===== src/rtl/walk_pkg.sv =====
package walk_pkg;

    // Field selector for configuration writes
    typedef enum logic [1:0] {
        SEL_BASE   = 2'd0,
        SEL_STRIDE = 2'd1,
        SEL_COUNT  = 2'd2,
        SEL_NONE   = 2'd3
    } cfg_sel_e;

    localparam int DEF_NDIM   = 4;
    localparam int DEF_ADDR_W = 16;
    localparam int DEF_CNT_W  = 8;

    // Outcome of one clock for the walk controller
    typedef enum logic [1:0] {
        ACT_HOLD    = 2'd0,
        ACT_LOAD    = 2'd1,
        ACT_ADVANCE = 2'd2,
        ACT_FINISH  = 2'd3
    } walk_act_e;

endpackage


===== src/rtl/walk_cfg_regs.sv =====
module walk_cfg_regs
    import walk_pkg::*;
#(
    parameter int NDIM   = DEF_NDIM,
    parameter int ADDR_W = DEF_ADDR_W,
    parameter int CNT_W  = DEF_CNT_W,
    localparam int DIM_W = (NDIM > 1) ? $clog2(NDIM) : 1
) (
    input  logic                          clk,
    input  logic                          rst,
    input  logic                          we,
    input  logic [DIM_W-1:0]              dim,
    input  logic [1:0]                    sel,
    input  logic [ADDR_W-1:0]             wdata,
    output logic [NDIM-1:0][ADDR_W-1:0]   base,
    output logic [NDIM-1:0][ADDR_W-1:0]   stride,
    output logic [NDIM-1:0][CNT_W-1:0]    count
);
    cfg_sel_e sel_e;
    assign sel_e = cfg_sel_e'(sel);

    for (genvar k = 0; k < NDIM; k++) begin : g_dim
        logic hit;
        assign hit = we && (dim == DIM_W'(k));

        always_ff @(posedge clk) begin
            if (rst) begin
                base[k]   <= '0;
                stride[k] <= '0;
                count[k]  <= CNT_W'(1);
            end else if (hit) begin
                case (sel_e)
                    SEL_BASE:   base[k]   <= wdata;
                    SEL_STRIDE: stride[k] <= wdata;
                    SEL_COUNT:  count[k]  <= wdata[CNT_W-1:0];
                    default:    ;
                endcase
            end
        end
    end
endmodule


===== src/rtl/walk_carry.sv =====
module walk_carry #(
    parameter int NDIM = 4
) (
    input  logic [NDIM-1:0] fin,
    output logic [NDIM-1:0] adv,
    output logic [NDIM-1:0] below,
    output logic            all_fin
);
    // prefix[k] = all dimensions below k are at their final index
    logic [NDIM:0] prefix;
    assign prefix[0] = 1'b1;

    for (genvar k = 0; k < NDIM; k++) begin : g_chain
        assign prefix[k+1] = prefix[k] & fin[k];
        assign adv[k]      = prefix[k] & ~fin[k];
    end

    // below[k] = some dimension above k is the one advancing
    for (genvar k = 0; k < NDIM; k++) begin : g_below
        if (k == NDIM - 1) begin : g_top
            assign below[k] = 1'b0;
        end else begin : g_mid
            assign below[k] = |adv[NDIM-1:k+1];
        end
    end

    assign all_fin = prefix[NDIM];
endmodule


===== src/rtl/walk_dim.sv =====
module walk_dim #(
    parameter int ADDR_W = 16,
    parameter int CNT_W  = 8
) (
    input  logic              clk,
    input  logic              rst,
    input  logic              load,
    input  logic              inc,
    input  logic              reload,
    input  logic [ADDR_W-1:0] base,
    input  logic [ADDR_W-1:0] stride,
    input  logic [CNT_W-1:0]  count,
    input  logic [ADDR_W-1:0] reload_pos,
    output logic [ADDR_W-1:0] pos,
    output logic [ADDR_W-1:0] pos_next,
    output logic              fin
);
    logic [CNT_W-1:0] idx;
    logic [CNT_W-1:0] idx_max;

    assign idx_max  = count - CNT_W'(1);
    assign fin      = (idx == idx_max);
    assign pos_next = pos + stride;

    always_ff @(posedge clk) begin
        if (rst) begin
            idx <= '0;
            pos <= '0;
        end else if (load) begin
            idx <= '0;
            pos <= base;
        end else if (inc) begin
            idx <= idx + CNT_W'(1);
            pos <= pos_next;
        end else if (reload) begin
            idx <= '0;
            pos <= reload_pos;
        end
    end
endmodule


===== src/rtl/stride_walker.sv =====
module stride_walker
    import walk_pkg::*;
#(
    parameter int NDIM   = DEF_NDIM,
    parameter int ADDR_W = DEF_ADDR_W,
    parameter int CNT_W  = DEF_CNT_W,
    localparam int DIM_W = (NDIM > 1) ? $clog2(NDIM) : 1
) (
    input  logic              clk,
    input  logic              rst,
    input  logic              cfg_we,
    input  logic [DIM_W-1:0]  cfg_dim,
    input  logic [1:0]        cfg_sel,
    input  logic [ADDR_W-1:0] cfg_wdata,
    input  logic              start,
    input  logic              step,
    output logic [ADDR_W-1:0] addr,
    output logic              busy,
    output logic [NDIM-1:0]   wrap,
    output logic              last,
    output logic              done
);
    logic [NDIM-1:0][ADDR_W-1:0] base, stride, pos, pos_next;
    logic [NDIM-1:0][CNT_W-1:0]  count;
    logic [NDIM-1:0]             fin, adv, below, zero_cnt;
    logic                        all_fin;
    logic [ADDR_W-1:0]           carry_pos;
    walk_act_e                   act;

    walk_cfg_regs #(.NDIM(NDIM), .ADDR_W(ADDR_W), .CNT_W(CNT_W)) u_cfg (
        .clk(clk), .rst(rst), .we(cfg_we), .dim(cfg_dim), .sel(cfg_sel),
        .wdata(cfg_wdata), .base(base), .stride(stride), .count(count)
    );

    walk_carry #(.NDIM(NDIM)) u_carry (
        .fin(fin), .adv(adv), .below(below), .all_fin(all_fin)
    );

    // Controller decision for this clock
    always_comb begin
        if (start)                        act = ACT_LOAD;
        else if (step && busy && all_fin) act = ACT_FINISH;
        else if (step && busy)            act = ACT_ADVANCE;
        else                              act = ACT_HOLD;
    end

    // Next position of whichever dimension takes the carry (one-hot select)
    always_comb begin
        carry_pos = '0;
        for (int k = 0; k < NDIM; k++) begin
            if (adv[k]) carry_pos = carry_pos | pos_next[k];
        end
    end

    for (genvar k = 0; k < NDIM; k++) begin : g_dim
        assign zero_cnt[k] = (count[k] == '0);
        walk_dim #(.ADDR_W(ADDR_W), .CNT_W(CNT_W)) u_dim (
            .clk(clk), .rst(rst),
            .load(act == ACT_LOAD),
            .inc((act == ACT_ADVANCE) && adv[k]),
            .reload((act == ACT_ADVANCE) && below[k]),
            .base(base[k]), .stride(stride[k]), .count(count[k]),
            .reload_pos(carry_pos),
            .pos(pos[k]), .pos_next(pos_next[k]), .fin(fin[k])
        );
        assign wrap[k] = busy & fin[k];
    end

    always_ff @(posedge clk) begin
        if (rst) begin
            busy <= 1'b0;
            done <= 1'b0;
        end else begin
            case (act)
                ACT_LOAD: begin
                    busy <= ~|zero_cnt;
                    done <= |zero_cnt;
                end
                ACT_FINISH: begin
                    busy <= 1'b0;
                    done <= 1'b1;
                end
                default: ;
            endcase
        end
    end

    assign addr = pos[0];
    assign last = busy & all_fin;

endmodule


===== config.mk =====
export PLATFORM = sky130hd
export DESIGN_NAME = stride_walker
export DESIGN_NICKNAME = d
export VERILOG_FILES = /design/src/rtl/walk_pkg.sv /design/src/rtl/walk_cfg_regs.sv /design/src/rtl/walk_carry.sv /design/src/rtl/walk_dim.sv /design/src/rtl/stride_walker.sv
export SDC_FILE = /design/constraint.sdc
export NUM_CORES = 1
export LEC_CHECK = 0
export BUFFER_PORTS_ARGS = -buffer_cell sky130_fd_sc_hd__buf_2
export CORE_MARGIN = 2
export CORE_UTILIZATION = 63
export DETAILED_ROUTE_END_ITERATION = 8
export HOLD_SLACK_MARGIN = 0.06
export PLACE_DENSITY = 0.81
export SKIP_LAST_GASP = 1
export SYNTH_ARGS = -nofsm -noshare
export SYNTH_HDL_FRONTEND = slang
export SYNTH_SLANG_ARGS = --single-unit

===== constraint.sdc =====
create_clock -name clk -period 5.1 [get_ports clk]
set_input_delay 0.51 -clock clk [delete_from_list [all_inputs] [get_ports clk]]
set_output_delay 0.51 -clock clk [all_outputs]
set_load 0.02 [all_outputs]

# ---- Word-level counts from Yosys, hierarchy flattened
# Index checks and enable logic that the tools add are counted.
dict set report op_classes {
  addsub 12
  eq_ne 12
  n_mux 26
  bitwise_logic 18
  n_reduce_logical 43
}
# cell n
set op_table {}
lappend op_table {{16-bit 2-to-1 mux} 15}
lappend op_table {{16-bit adder} 4}
lappend op_table {{8-bit 2-to-1 mux} 6}
lappend op_table {{16-bit OR} 3}
lappend op_table {{8-bit by 1-bit adder with 8-bit output (second input constant)} 4}
lappend op_table {{8-bit == test} 4}
lappend op_table {{8-bit logical NOT} 4}
lappend op_table {{8-bit by 1-bit subtractor with 8-bit output (second input constant)} 4}
lappend op_table {{2-bit AND reduction} 12}
lappend op_table {{1-bit logical AND} 12}
lappend op_table {{1-bit bitwise AND} 11}
lappend op_table {{2-bit == test (second input constant)} 5}
lappend op_table {{2-bit nonzero test} 5}
lappend op_table {{3-bit nonzero test} 3}
lappend op_table {{2-bit by 1-bit == test with 1-bit output (second input constant)} 3}
lappend op_table {{2-bit 2-to-1 mux} 3}
lappend op_table {{2-bit logical NOT} 2}
lappend op_table {{1-bit inverter} 4}
lappend op_table {{1-bit one-hot mux with 2 select lines} 2}
lappend op_table {{2-bit OR reduction} 2}
lappend op_table {{4-bit OR reduction} 1}
lappend op_table {{3-bit OR reduction} 1}
lappend op_table {{1-bit logical NOT} 1}
dict set report word_totals {
  register_bits 258
  in_bits 25
  elab_cells 133
}

# ---- Depth between registers and ports, before layout
dict set report depth {
  word_depth 13
  depth_mapped 14
  ltp_nobuf 12
}

# ---- By module
# From an unflattened synthesis, not the netlist that was laid out.
dict set report unflattened {
  hier_cells 1872
  area_unflattened_um2 16351.9
}
# mod n_inst cells_per_inst area_per_inst_um2 seq_area_each_um2
set modules_own_cells {}
lappend modules_own_cells {walk_cfg_regs 1 564 6312.3 3203.1}
lappend modules_own_cells {{walk_dim (g_dim[0].u_dim ...)} 2 321 2472.4 480.5}
lappend modules_own_cells {{walk_dim (g_dim[3].u_dim)} 1 289 2262.2 480.5}
lappend modules_own_cells {{walk_dim (g_dim[2].u_dim)} 1 272 2164.6 480.5}
lappend modules_own_cells {stride_walker 1 93 600.6 40.0}
lappend modules_own_cells {walk_carry 1 12 67.6 0.0}

# ---- Worst setup path before layout
# OpenSTA, ideal clock, no wires.
dict set report synth_path {
  path_type {register to register}
  startpoint {register u_cfg.count[0] in the netlist's numbering}
  endpoint {register g_dim[1].u_dim.pos[11]}
  setup_time_ns 0.116
  arrival_ns 3.072
  t_required_ns 4.984
  setup_slack_ns 1.913
  stages_incl_launch_ff 15
  synth_period_minus_slack_ns 3.187
  path_cell_list {dfxtp_1 > inv_1 > ha_1 > nand2b_1 > a21boi_0 > o31ai_1 > or4_1 > buf_2 > a2111oi_4 > or2_1 > buf_4 > nor2_2 > buf_2 > a31oi_1 > nand2_1}
}
dict set report synth_between {
  elab_chain_cells 12
}
# element line
set synth_rtl {}
lappend synth_rtl {{start: declaration} walk_cfg_regs.sv:17} ;# output logic [NDIM-1:0][CNT_W-1:0] count
lappend synth_rtl {{start signal: indexed assignment} walk_cfg_regs.sv:35} ;# SEL_COUNT: count[k] <= wdata[CNT_W-1:0];
lappend synth_rtl {{8-bit by 1-bit subtractor with 8-bit output *} walk_dim.sv:21} ;# assign idx_max = count - CNT_W'(1);
lappend synth_rtl {{8-bit == test *} walk_dim.sv:22} ;# assign fin = (idx == idx_max);
lappend synth_rtl {{16-bit 2-to-1 mux / 1-bit bitwise AND (equally long branches)} {stride_walker.sv:51, walk_carry.sv:14}}
lappend synth_rtl {{16-bit OR / 1-bit bitwise AND (equally long branches)} {stride_walker.sv:51, walk_carry.sv:14}}
lappend synth_rtl {{16-bit 2-to-1 mux / 1-bit bitwise AND (equally long branches)} {stride_walker.sv:51, walk_carry.sv:14}}
lappend synth_rtl {{16-bit OR / 1-bit logical AND (equally long branches)} {stride_walker.sv:51, stride_walker.sv:42}}
lappend synth_rtl {{16-bit 2-to-1 mux / 2-bit 2-to-1 mux (equally long branches)} {stride_walker.sv:51, stride_walker.sv:42}}
lappend synth_rtl {{16-bit OR / 2-bit 2-to-1 mux (equally long branches)} {stride_walker.sv:51, stride_walker.sv:41}}
lappend synth_rtl {{16-bit 2-to-1 mux / 2-bit == test (equally long branches)} n/a}
lappend synth_rtl {{16-bit 2-to-1 mux / 1-bit logical AND (equally long branches)} {walk_dim.sv:35, stride_walker.sv:60}}
lappend synth_rtl {{16-bit 2-to-1 mux} walk_dim.sv:32} ;# end else if (inc) begin
lappend synth_rtl {{16-bit 2-to-1 mux} walk_dim.sv:29} ;# end else if (load) begin
lappend synth_rtl {{end signal: assignment} walk_dim.sv:31} ;# pos <= base;
lappend synth_rtl {{end signal: assignment} walk_dim.sv:34} ;# pos <= pos_next;
lappend synth_rtl {{end signal: assignment} walk_dim.sv:37} ;# pos <= reload_pos;
lappend synth_rtl {{end: declaration} walk_dim.sv:14} ;# output logic [ADDR_W-1:0] pos,
# Mark *: on every way between the ends. The rest lies on a longest branch, timed or not. The select of a mux whose other input is x is not followed.
# A chain may end at the register's enable or synchronous reset.

# ---- Final worst setup path
dict set report layout_path {
  startpoint {register u_cfg.count[0] in the netlist's numbering}
  endpoint {register g_dim[1].u_dim.pos[9]}
}
# Same word-level chain as after synthesis.

==> summary.txt <==
Run status
  – Status: finished, final reports clean

Floorplanning
  – Core Region: 0.0219 sq mm
  – Num rows: 54
  – Die Wd: about 150 um
  – Die height: 154 um
  – Die area: 0.0236 sq mm
  – Initial core utilization: 64.5%
  – IO Pins: between 40 and 50

Place
  – Cell Area, Placed: ~0.014 sq mm
  – GP Congestion: a little over 1
  – Placed Instances: 2048
  – # port buffers: 47
  – Post-DP HPWL: 30.6 mm

Final layout
  – N_diodes: 0
  – Commonest non-fill, non-tap cell in the layout: nand2_1
  – Filler instances: 1812
  – Area growth syn-to-layout: 9.11%
  – Layout cell share with drive strength beyond 1: 7.87%
  – Post-Layout Cell Count: ~2100
  – Commonest cells after routing, fill and taps aside: 392 x nand2_1, 258 x dfxtp_1, 221 x a21oi_1, 133 x nor2_1, 72 x ha_1
  – Final std cell area, no fill: 0.0154 sq mm
  – Fin nets: between 1500 and 2000

Synthesis
  – Synth Instances: 1802
  – Top_reg_cell synth: dfxtp_1
  – Unique cell type count in the Yosys netlist: 75
  – Synth Register Bits: 258
  – Mapped cell area: 0.0141 sq mm
  – Post-synthesis sequential area ratio: 36.6%
  – Synth async-reset ratio: 0%
  – Syn avg cell area: 7.84 sq um
  – Syn. warnings: 0
  – EDFF count, synth: 0
  – Post-synth net total: 1903

Timing
  – Setup TNS Final: 0 ns
  – Minimum clock period: 4.05 ns
  – Final setup viols: 0
  – RSZ-0062 raised after global routing: false
  – Final Hold Fails: 0
  – Normalized max-slew margin: 14.2%
  – Final Max Slew Viols: 0
  – Max Clock Freq: 0.247 GHz
  – Final Skew: 0.0187 ns
  – Crit share post-route: 79.5%
  – Worst-margin pin slew: 1.28 ns

CTS
  – Reg clk slew, reported paths: around 0.060 ns
  – Root Buffer: clkbuf_16
  – TritonCTS buffer count: 29
  – H-Tree Depth: 1
  – Hold buffers post-CTS: 0
  – Cts repair resizes: 0
  – Post-CTS Repair Setup Buffers: 0
  – Skew-Pair Late Insertion Delay: 0.56 ns
  – Clock buffer depth: 3
  – CTS tree: done
  – CTS sink cnt: 258

Pwr
  – Part of the power in the clock network: between 40 and 50%
  – Comb pwr share: 10.5%
  – Total power: 0.00462 W
  – Pleak: 5.97 nW
  – Switching Share: 26.7%
  – VDD IR max: ~280 uV
  – PwrDens: about 300 mW/mm^2
  – Reg power frac: roughly 45%
  – Switching power: 0.00123 W
  – P_int: 0.00339 W

GRT
  – Pin count of the biggest net entering global routing: 92
  – Gr usage total: 36.2%
  – Initial antenna violation count: 0
  – Grt ovf: 0
  – First-pass GRT wire length: 68.5 mm
  – Vias in the first global route: between 10000 and 15000

Worst setup path
  – Crit path required time: 5.58 ns
  – R2r startpoint: u_cfg.count[0]
  – Critical path class: flip-flop to flip-flop
  – Crit start category: flip-flop
  – Crit end category: flip-flop
  – Arrival time worst endpoint: 4.53 ns
  – R2r worst-path depth: 12
  – RR Endpoint: g_dim[1].u_dim.pos[9]
  – Reg-to-reg slack, setup: around 1.0 ns
  – Crit-path max FO: 28

Hold path
  – Worst Hold Depth: 3
  – Worst Hold End: done
  – Hold path start: step
  – Hold Path Class: input pin to flip-flop

Drt
  – DR iter-0 viols: 1450
  – Via count of the routed design: 13500
  – Final WL: between 40 and 50 mm
  – Via/cell ratio: 6.45
  – # DRC: 0
  – Antenna-violating nets left: 0
  – Drt pass-1 iters: 6
  – Avg WL per Cell: 21.0 um

Run
  – Max-cap viol count: 0
metrics by stage:
step	hold slack, ns	util (%)	worst slack (ns)
2_1_floorplan	0.431	-	1.91
3_3_place_gp	0.438	66.2	1.33
3_5_place_dp	0.443	66.2	1.22
4_1_cts	0.261	70.4	1.17
5_1_grt	0.286	70.4	0.836
6_report	0.269	70.4	1.05
state kept, by name (all words and copies together) (netlist names):
register,count
u_cfg.stride,64
g_dim.u_dim.pos,64
busy,1
g_dim.u_dim.idx,32
u_cfg.base,64
u_cfg.count,32
done,1
cell families (layout without fill, tap and decap cells):
logic type      after synthesis  count (layout)  synth area share, %
compound gates              482             482                 21.4
simple gates                724             724                 23.1
flops                       258             258                 36.6
xor+xnor                     92              92                 5.80
mux                          33              33                 2.35
buf+inv                     137             152                 3.83
fa+ha+maj                    76              76                 6.94
cell type report:
cell class	instances	area [sq um]	area share, %
timing repair buffer	68	399	2.59
tap	280	350	2.27
inverter	35	131	0.852
multi-input combinational	1407	8450	54.8
sequential	258	5160	33.5
clock buffer	40	817	5.30
clock inverter	9	101	0.658
power groups by stage:
| stage | logic (W) | registers [W] | clock network [W] |
|---|---|---|---|
| 2_1_floorplan | 0.000305 | 0.00211 | 0 |
| 3_3_place_gp | 0.000462 | 0.00212 | 0 |
| 3_5_place_dp | 0.000469 | 0.00212 | 0 |
| 4_1_cts | 0.000473 | 0.00207 | 0.00206 |
| 5_1_grt | 0.000514 | 0.00208 | 0.00214 |
| 6_report | 0.000487 | 0.00207 | 0.00206 |
synthesized netlist by cell type, drive strengths merged (11+ instances only):
| library cell | instances | area (sq um) |
|---|---|---|
| a21o | 19 | 143 |
| o21a | 15 | 113 |
| dfxtp | 258 | 5160 |
| nor4 | 14 | 134 |
| nor2 | 134 | 505 |
| xor2 | 42 | 368 |
| nand2b | 17 | 106 |
| and3 | 31 | 194 |
| a31oi | 20 | 125 |
| o31ai | 11 | 82.6 |
| o21ai | 53 | 265 |
| ha | 72 | 901 |
| a311oi | 11 | 96.3 |
| xnor2 | 49 | 429 |
| a211oi | 13 | 97.6 |
| o211ai | 21 | 158 |
| or3 | 14 | 92.6 |
| mux2i | 32 | 320 |
| a21oi | 222 | 1110 |
| a22oi | 18 | 135 |
| nand2 | 392 | 1470 |
| clkbuf | 95 | 367 |
| nand3 | 34 | 170 |
| inv | 35 | 131 |
| nor3 | 30 | 160 |
how the worst max path moves through the flow:
stage                    start                endpoint  slack (ns)  cells after the start
2_1_floorplan   u_cfg.count[0]  g_dim[1].u_dim.pos[11]        1.91                     14
4_1_cts         u_cfg.count[0]   g_dim[1].u_dim.pos[9]        1.17                     12
6_report        u_cfg.count[0]   g_dim[1].u_dim.pos[9]        1.05                     12
3_3_place_gp   u_cfg.count[18]   g_dim[3].u_dim.idx[7]        1.33                     11
3_5_place_dp    u_cfg.count[0]   g_dim[0].u_dim.pos[6]        1.22                     12
5_1_grt         u_cfg.count[0]   g_dim[1].u_dim.pos[8]        0.84                     12
layer usage:
layer	share of wire (%)	vias to the layer above	global-route usage, %
met5	0	-	0
met4	6.0	0	18.4
met3	9.6	171	5.19
met2	44	679	57.2
met1	40	6327	48.5
li1	-	6351	-
worst max-delay path, cell delays in order, from the launching register on:
cell and delay, ns:
dfxtp_1 0.42, inv_1 0.12, ha_1 0.32, nand2b_1 0.18
a21boi_0 0.19, o31ai_1 0.15, or4_1 0.73, buf_4 0.33
nor2_1 0.38, nand2_1 0.34, nand2_1 0.46, nand2_1 0.16
o21ai_0 0.21
(Power assumes the default switching activity.)
